==> config.mk <==
export PLATFORM = sky130hd
export DESIGN_NAME = pbit_unit
export DESIGN_NICKNAME = d
export VERILOG_FILES = /design/src/rtl/pbit_pkg.sv /design/src/rtl/pbit_lfsr.sv /design/src/rtl/pbit_sigmoid_lut.sv /design/src/rtl/pbit_hold_timer.sv /design/src/rtl/pbit_unit.sv
export SDC_FILE = /design/constraint.sdc
export NUM_CORES = 1
export LEC_CHECK = 0
export ABC_CLOCK_PERIOD_IN_PS = 7100
export BUFFER_PORTS_ARGS = -buffer_cell sky130_fd_sc_hd__buf_2
export CAP_MARGIN = 0
export CORE_UTILIZATION = 62
export DETAILED_ROUTE_END_ITERATION = 10
export PLACE_DENSITY = 0.83
export SLEW_MARGIN = 30
export SYNTH_ARGS = -nofsm -noshare
export SYNTH_HDL_FRONTEND = slang
export SYNTH_HIERARCHICAL = 1
export SYNTH_SLANG_ARGS = --single-unit
==> constraint.sdc <==
create_clock -name clk -period 7.1 [get_ports clk]
set_input_delay 0.355 -clock clk [delete_from_list [all_inputs] [get_ports clk]]
set_output_delay 0.355 -clock clk [all_outputs]
set_load 0.05 [all_outputs]
==> src/rtl/pbit_pkg.sv <==
// Package pbit_pkg
// Shared helpers for the stochastic binary unit: one step of the Galois
// shift-register generator and the elaboration-time logistic threshold.
// Assumes the bias word and the table agree on the number of fraction bits.
package pbit_pkg;

    // One step of a right-shifting Galois generator with the given tap mask.
    function automatic logic [15:0] lfsr_step(input logic [15:0] st, input logic [15:0] taps);
        lfsr_step = st[0] ? ((st >> 1) ^ taps) : (st >> 1);
    endfunction

    // Threshold for signed table code 'code': round(2^rw * S(x)), limited to
    // 2^rw-1, with x = code / 2^frac and S(x) = 1/(1+exp(-2x)).
    // Works in Q16 integer arithmetic so it folds to a constant.
    function automatic int sig_threshold(input int code, input int frac, input int rw);
        longint ax, t, ex, en_q, pp, p, thr, lim;
        ax = (code < 0) ? -code : code;
        // y = 2*|x| in Q16, then divided by 16 for a small Taylor argument
        t = (ax <<< (17 - frac)) >>> 4;
        ex = 64'sd65536 + t + (t * t) / 64'sd131072
             + (t * t * t) / 64'sd25769803776;
        for (int k = 0; k < 4; k++) begin
            ex = (ex * ex) / 64'sd65536;
        end
        en_q = 64'sd4294967296 / ex;
        pp   = 64'sd4294967296 / (64'sd65536 + en_q);
        p    = (code < 0) ? (64'sd65536 - pp) : pp;
        thr  = ((p <<< rw) + 64'sd32768) >>> 16;
        lim  = (64'sd1 <<< rw) - 64'sd1;
        if (thr > lim) thr = lim;
        return int'(thr);
    endfunction

endpackage

==> src/rtl/pbit_lfsr.sv <==
// Module pbit_lfsr
// Free-running maximal-length Galois generator. It advances on every clock
// and reloads SEED on reset. Assumes SEED is nonzero and TAPS gives a
// maximal-length polynomial for width W.
module pbit_lfsr #(
    parameter int          W    = 16,
    parameter logic [15:0] TAPS = 16'hB400,
    parameter logic [15:0] SEED = 16'hACE1
) (
    input  logic         clk,
    input  logic         rst_n,
    output logic [W-1:0] state
);
    // Advance the generator or reload the seed.
    always_ff @(posedge clk) begin
        if (!rst_n) state <= W'(SEED);
        else        state <= W'(pbit_pkg::lfsr_step(16'(state), TAPS));
    end

    // A zero state would lock the generator.
    assert_lfsr_nonzero_R10: assert property (@(posedge clk) disable iff (!rst_n)
        $past(rst_n) |-> (state != '0));
endmodule

==> src/rtl/pbit_sigmoid_lut.sv <==
// Module pbit_sigmoid_lut
// Saturates the signed bias to an AW-bit code and looks up the logistic
// threshold. The table is built at elaboration from pbit_pkg::sig_threshold.
// Assumes IN_W >= AW and FRAC <= 16.
module pbit_sigmoid_lut #(
    parameter int IN_W = 12,
    parameter int AW   = 8,
    parameter int FRAC = 5,
    parameter int RW   = 8
) (
    input  logic signed [IN_W-1:0] bias,
    output logic        [RW-1:0]   thr
);
    localparam int DEPTH = 1 << AW;
    localparam int HALF  = DEPTH / 2;
    localparam logic signed [IN_W-1:0] MAXC = IN_W'(HALF - 1);
    localparam logic signed [IN_W-1:0] MINC = IN_W'(-HALF);

    logic [RW-1:0]        table_q [DEPTH];
    logic signed [AW-1:0] code;
    logic [AW-1:0]        idx;

    // Fill each table entry with its constant threshold.
    for (genvar i = 0; i < DEPTH; i++) begin : g_tab
        localparam int VAL = pbit_pkg::sig_threshold(i - HALF, FRAC, RW);
        assign table_q[i] = RW'(VAL);
    end

    // Saturate the bias to the table range and form the table index.
    always_comb begin
        if (bias > MAXC)      code = AW'(HALF - 1);
        else if (bias < MINC) code = AW'(-HALF);
        else                  code = bias[AW-1:0];
        idx = {~code[AW-1], code[AW-2:0]};
    end

    assign thr = table_q[idx];
endmodule

==> src/rtl/pbit_hold_timer.sv <==
// Module pbit_hold_timer
// Retention counter. It fires when enabled with a zero count, then reloads
// the hold value. It counts down only while enabled. Reset clears the count
// so that the first enabled cycle fires.
module pbit_hold_timer #(
    parameter int CW = 16
) (
    input  logic          clk,
    input  logic          rst_n,
    input  logic          en,
    input  logic [CW-1:0] hold_cycles,
    output logic          fire
);
    logic [CW-1:0] cnt;

    assign fire = en && (cnt == '0);

    // Reload on a draw, count down otherwise, freeze while disabled.
    always_ff @(posedge clk) begin
        if (!rst_n)     cnt <= '0;
        else if (fire)  cnt <= hold_cycles;
        else if (en)    cnt <= cnt - 1'b1;
    end

    assert_cnt_frozen_R8: assert property (@(posedge clk) disable iff (!rst_n)
        ($past(rst_n) && !$past(en)) |-> $stable(cnt));
endmodule

==> src/rtl/pbit_unit.sv <==
// Module pbit_unit
// Tunable stochastic binary unit. It compares the top RW bits of the random
// state with the logistic threshold of the bias. The result, or the clamp
// value, is loaded into bit_out whenever the retention timer fires, and
// draw_stb pulses for one cycle after each load. Assumes LFSR_W >= RW.
module pbit_unit #(
    parameter int          IN_W   = 12,
    parameter int          AW     = 8,
    parameter int          FRAC   = 5,
    parameter int          RW     = 8,
    parameter int          LFSR_W = 16,
    parameter int          CW     = 16,
    parameter logic [15:0] SEED   = 16'hACE1
) (
    input  logic                   clk,
    input  logic                   rst_n,
    input  logic                   en,
    input  logic                   clamp_en,
    input  logic                   clamp_val,
    input  logic [CW-1:0]          hold_cycles,
    input  logic signed [IN_W-1:0] bias_in,
    output logic                   bit_out,
    output logic                   draw_stb
);
    logic [LFSR_W-1:0] rnd;
    logic [RW-1:0]     thr;
    logic              fire;
    logic              sample;

    pbit_lfsr #(.W(LFSR_W), .TAPS(16'hB400), .SEED(SEED)) u_lfsr (
        .clk(clk), .rst_n(rst_n), .state(rnd));

    pbit_sigmoid_lut #(.IN_W(IN_W), .AW(AW), .FRAC(FRAC), .RW(RW)) u_lut (
        .bias(bias_in), .thr(thr));

    pbit_hold_timer #(.CW(CW)) u_timer (
        .clk(clk), .rst_n(rst_n), .en(en), .hold_cycles(hold_cycles), .fire(fire));

    // Candidate value: the clamp value, or random-below-threshold.
    always_comb begin
        if (clamp_en) sample = clamp_val;
        else          sample = (rnd[LFSR_W-1 -: RW] < thr);
    end

    // Output and strobe registers.
    always_ff @(posedge clk) begin
        if (!rst_n) begin
            bit_out  <= 1'b0;
            draw_stb <= 1'b0;
        end else begin
            draw_stb <= fire;
            if (fire) bit_out <= sample;
        end
    end

    assert_hold_spacing_R5: assert property (@(posedge clk) disable iff (!rst_n)
        (draw_stb && $past(hold_cycles) != '0) |=> !draw_stb);
    assert_every_cycle_R6: assert property (@(posedge clk) disable iff (!rst_n)
        (draw_stb && $past(hold_cycles) == '0 && en) |=> draw_stb);
    assert_held_between_R7: assert property (@(posedge clk) disable iff (!rst_n)
        ($past(rst_n) && !draw_stb) |-> $stable(bit_out));
    assert_no_draw_idle_R8: assert property (@(posedge clk) disable iff (!rst_n)
        ($past(rst_n) && !$past(en)) |-> !draw_stb);
    assert_clamp_R9: assert property (@(posedge clk) disable iff (!rst_n)
        (draw_stb && $past(clamp_en)) |-> (bit_out == $past(clamp_val)));
endmodule

==> summary by stage <==
Cells and area
The final core utilization is 0.6986. The area growth from synthesis to layout is 6.564%. The share of final-layout standard cells stronger than drive strength 1 is 0.1542.

The post-route standard cell area excluding fillers is ~3600 sq um. The number of nets in the finished design is a little over 500. 0 antenna diodes ended up in the layout.

Synthesis
In this run the cell area of the synthesized design comes to 3412 sq um. The post-synthesis compound-gate area fraction is 0.3509. The flip-flop and latch count after synthesis is 34. The largest family of logic cells by synthesized area is compound AO/OA/AOI/OAI gates.

The dominant synthesized flop cell is dfxtp_1. The mean cell area of the mapped netlist is slightly below 8 sq um. Of all flip-flops after synthesis, the portion carrying an async set or reset was 0. The post-synthesis share of cell area spent on full adders, half adders and majority gates is 0.08067. The simple logic cell fraction of the synthesized area is 0.2618. Synthesis produced 440 cells. The number of nets in the synthesized netlist is approximately 500. Counting flops with a built-in enable in the synthesized netlist gives 0.

The number of unique standard cell types used by synthesis is 83. Of the synthesized area, sequential elements account for 0.1995. The share of the synthesized netlist area taken by xor and xnor gates is 0.007701. The proportion of synthesized area in mux cells is 0.01870. The Yosys step of the flow raised 6 warnings.

Placed design
The total cell area at the placement stage is about 3500 sq um. The half-perimeter wire length after placement is around 7000 microns. The placer's final routability congestion estimate is about 1. The number of port buffers is 34.

Clocking
In this run the deepest clock path goes through 2 buffers. TritonCTS built the clock tree. For this design, the CTS-stage hold fixing added 0 buffers.

Clock tree synthesis selected as its root buffer the cell clkbuf_8. The clock net sink count is 34. The CTS buffer count is 5. The post-cts repair resize count is 0. The maximum level of the CTS H-tree is 2. The worst-skew pair later-pin latency is roughly 0.28 ns. Clock-pin slew was measured on the worst setup and hold paths at about 0.07 ns. Buffers added to address setup during post-CTS repair amount to 0.

Global route
The first global-routing pass estimated 16080 microns of wire. After global routing the overflow that remains totals 0. For this run, the total global-route usage over all layers was measured as 0.3349. The via count of the first global-routing pass is roughly 3.3k. The initial antenna violation count is 0.

Entering global routing, the biggest net connects 35 pins.

Setup path
Following the worst setup path forward leads to its endpoint at bit_out$_SDFFE_PN0P_. Counting cells, the worst reg-to-reg path comes to 9. The endpoint identified for the worst register-to-register timing path is bit_out$_SDFFE_PN0P_.

The kind of end point of the critical path is a flop. The critical path launch point is bias_in[10]. Along the worst path, the maximum fanout reaches 12.

The setup check on the worst reg-to-reg path leaves a slack of about 4.8 ns. STA classifies the critical path startpoint as an input port. At the worst endpoint, the required time is between 7 and 8 ns. The type of the setup path with the least slack is in2reg. The worst flop-to-flop path startpoint is u_timer/cnt[0]$_SDFFE_PN0P_. Data arrives at the worst endpoint at approximately 4.3 ns.

Timing
Clock skew on the completed layout was measured at around 0.0025 ns. For the pin with the worst max-slew slack, the measured transition is about 0.83 ns. The worst pin sits at a relative slew slack of 0.4452. In the final timing run, aggregate negative setup slack is 0 ns. For this run, the top clock speed supported by timing is between 0.2 and 0.25 GHz. The number of hold violations in the final report is 0. The count of endpoints failing setup in the final report is 0. Setup repair after global routing left no endpoint under its margin. The number of max-slew violations in the final report is 0. The smallest clock period supported by the final layout is computed as 4.095 ns. Dividing the final minimum period by the clock period gives 0.5768.

Route
The remaining antenna violation count is 0. The wire length after detailed routing is 9758 microns. In the final routed layout, each cell accounts on average for between 15 and 20 microns. For this block, the initial DRC count from the detailed router was 409. The first detailed-routing pass took 7 iterations. Using the TritonRoute via totals, the vias-per-cell ratio works out to 7.099. The final route contains 3720 vias. The number of remaining DRC errors is 0.

Pwr
Of the total power, registers draw 0.289. IR analysis of the VDD net gives a maximum drop of between 200 and 250 uV. The internal power consumption is between 0.5 and 0.6 mW. The net switching power is ~0.43 mW.

The part of the total power dissipated in combinational logic is 0.495. Of the total power, the clock network draws 0.216. The switching part of the total is 0.4417. In this run the power density over the cells is 269.1 nW/um^2. The static leakage is between 1 and 1.5 nW.

Hold path
The worst hold-check path type is in2reg. The cell depth of the worst hold path is 2.

Floorplanning
The floorplan step set the die width to 76.19 microns. The initial utilization of the core area, before any placement, comes to 0.6555. The floorplan die area is around 5800 sq um. For this design the top-level I/O count stands at 35.

Measured along the y axis, the die boundary spans approximately 76 microns. The initialized floorplan defines 26 standard-cell rows. The region available for standard cell placement spans 5205 sq um.

Run status
The flow ran to the end, and the final reports show no timing, DRC or antenna violations.

Flow run
Max-cap violations in this run came to 0.
power by group through the flow:
stage                     sequential, mW  clock, mW  combinational [mW]
after global routing               0.288      0.223               0.524
after detailed placement           0.283          0               0.466
final                              0.283      0.212               0.484
after global placement             0.281          0               0.454
after CTS                          0.280      0.214               0.470
after floorplan                    0.283          0               0.374
cell families (layout without fill, tap and decap cells):
family	after synthesis	in the layout
simple gates	163	163
compound gates	160	160
buf+inv	52	66
flops	34	34
fa+ha+maj	22	22
mux	6	6
xor+xnor	3	3
placed cells by master, fill, tap and decap left out, drive strengths merged, types with 5 or more instances in the layout:
cell type,netlist,routed
nor4,8,8
ha,22,22
nand2,38,38
mux2i,6,6
nand4,12,12
o41ai,6,6
nor2,30,30
nand2b,10,10
o21ai,28,28
and2,14,14
a211oi,7,7
a221oi,8,8
or4,6,6
a31oi,9,9
a21oi,29,29
inv,20,20
o21a,6,6
dfxtp,34,34
o221ai,6,6
o32ai,5,5
nand3,14,14
clkbuf,11,5
buf,19,36
nor3,15,15
o211ai,11,11
worst min path at each step:
stage                          startpoint                           to  slack, ns
2_1_floorplan  u_lfsr/state[1]$_SDFF_PN0_   u_lfsr/state[0]$_SDFF_PN1_       0.39
3_3_place_gp   u_lfsr/state[6]$_SDFF_PN1_   u_lfsr/state[5]$_SDFF_PN1_       0.39
3_5_place_dp   u_lfsr/state[6]$_SDFF_PN1_   u_lfsr/state[5]$_SDFF_PN1_       0.40
4_1_cts                    hold_cycles[8]  u_timer/cnt[8]$_SDFFE_PN0P_       0.32
5_1_grt                    hold_cycles[8]  u_timer/cnt[8]$_SDFFE_PN0P_       0.34
6_report                   hold_cycles[8]  u_timer/cnt[8]$_SDFFE_PN0P_       0.32
cell usage after synthesis (7+ instances only):
| master | number | area [sq um] |
|---|---|---|
| a31oi_1 | 9 | 56.30 |
| nand3_1 | 14 | 70.07 |
| inv_1 | 20 | 75.07 |
| o211ai_1 | 11 | 82.58 |
| nor3_1 | 12 | 60.06 |
| nor4_1 | 7 | 43.79 |
| ha_1 | 22 | 275.3 |
| nor2_1 | 30 | 112.6 |
| nand2_1 | 36 | 135.1 |
| a221oi_1 | 8 | 70.07 |
| and2_1 | 11 | 68.82 |
| a21oi_1 | 27 | 135.1 |
| dfxtp_1 | 34 | 680.7 |
| nand4_1 | 12 | 75.07 |
| a211oi_1 | 7 | 52.55 |
| buf_2 | 12 | 60.06 |
| o21ai_0 | 25 | 125.1 |
| nand2b_1 | 10 | 62.56 |
| clkbuf_1 | 7 | 26.28 |
sequential cells by signal (all words and copies together) (netlist names):
name          count
bit_out           1
draw_stb          1
u_lfsr/state     16
u_timer/cnt      16
critical path, stage by stage:
cell and delay (ns):
buf_2 0.14, nor3_1 0.65, a21oi_1 0.16, a21oi_1 0.55, inv_1 0.22, ha_1 0.56
o31a_1 0.19, a22oi_1 0.09, a211o_1 0.34, a31oi_1 0.17, inv_1 0.06, ha_1 0.20
a2111oi_2 0.30, o31ai_1 0.13, a41oi_1 0.20
layout make-up:
| class | count | area [sq um] |
|---|---|---|
| well taps | 70 | 87.58 |
| fillers | 455 | 1569 |
| flip-flops and latches | 34 | 680.7 |
| repair buffers | 36 | 185.2 |
| multi-input cells | 354 | 2462 |
| inverters | 22 | 82.58 |
| clock inverters | 3 | 68.82 |
| clock buffers | 5 | 68.82 |
stage by stage:
| step | power, mW | std cells | hold slack, ns | worst slack, ns |
|---|---|---|---|---|
| floorplan | 0.6565 | 440 | 0.3863 | 3.355 |
| global route | 1.035 | 524 | 0.3424 | 2.678 |
| global placement | 0.7348 | 516 | 0.3929 | 2.943 |
| CTS | 0.9639 | 524 | 0.3183 | 3.043 |
| detailed placement | 0.7490 | 516 | 0.4033 | 2.781 |
| finish | 0.9784 | 524 | 0.3205 | 3.005 |
metal layers:
layer / up-vias / track usage / share of wire
met1: 1697 / 0.4323 / 0.40
li1: 1733 / - / -
met2: 254 / 0.5445 / 0.47
met4: 0 / 0.1673 / 0.028
met3: 36 / 0.04910 / 0.10
met5: - / 0 / 0
Note: power is estimated with default switching activity, not from simulation.
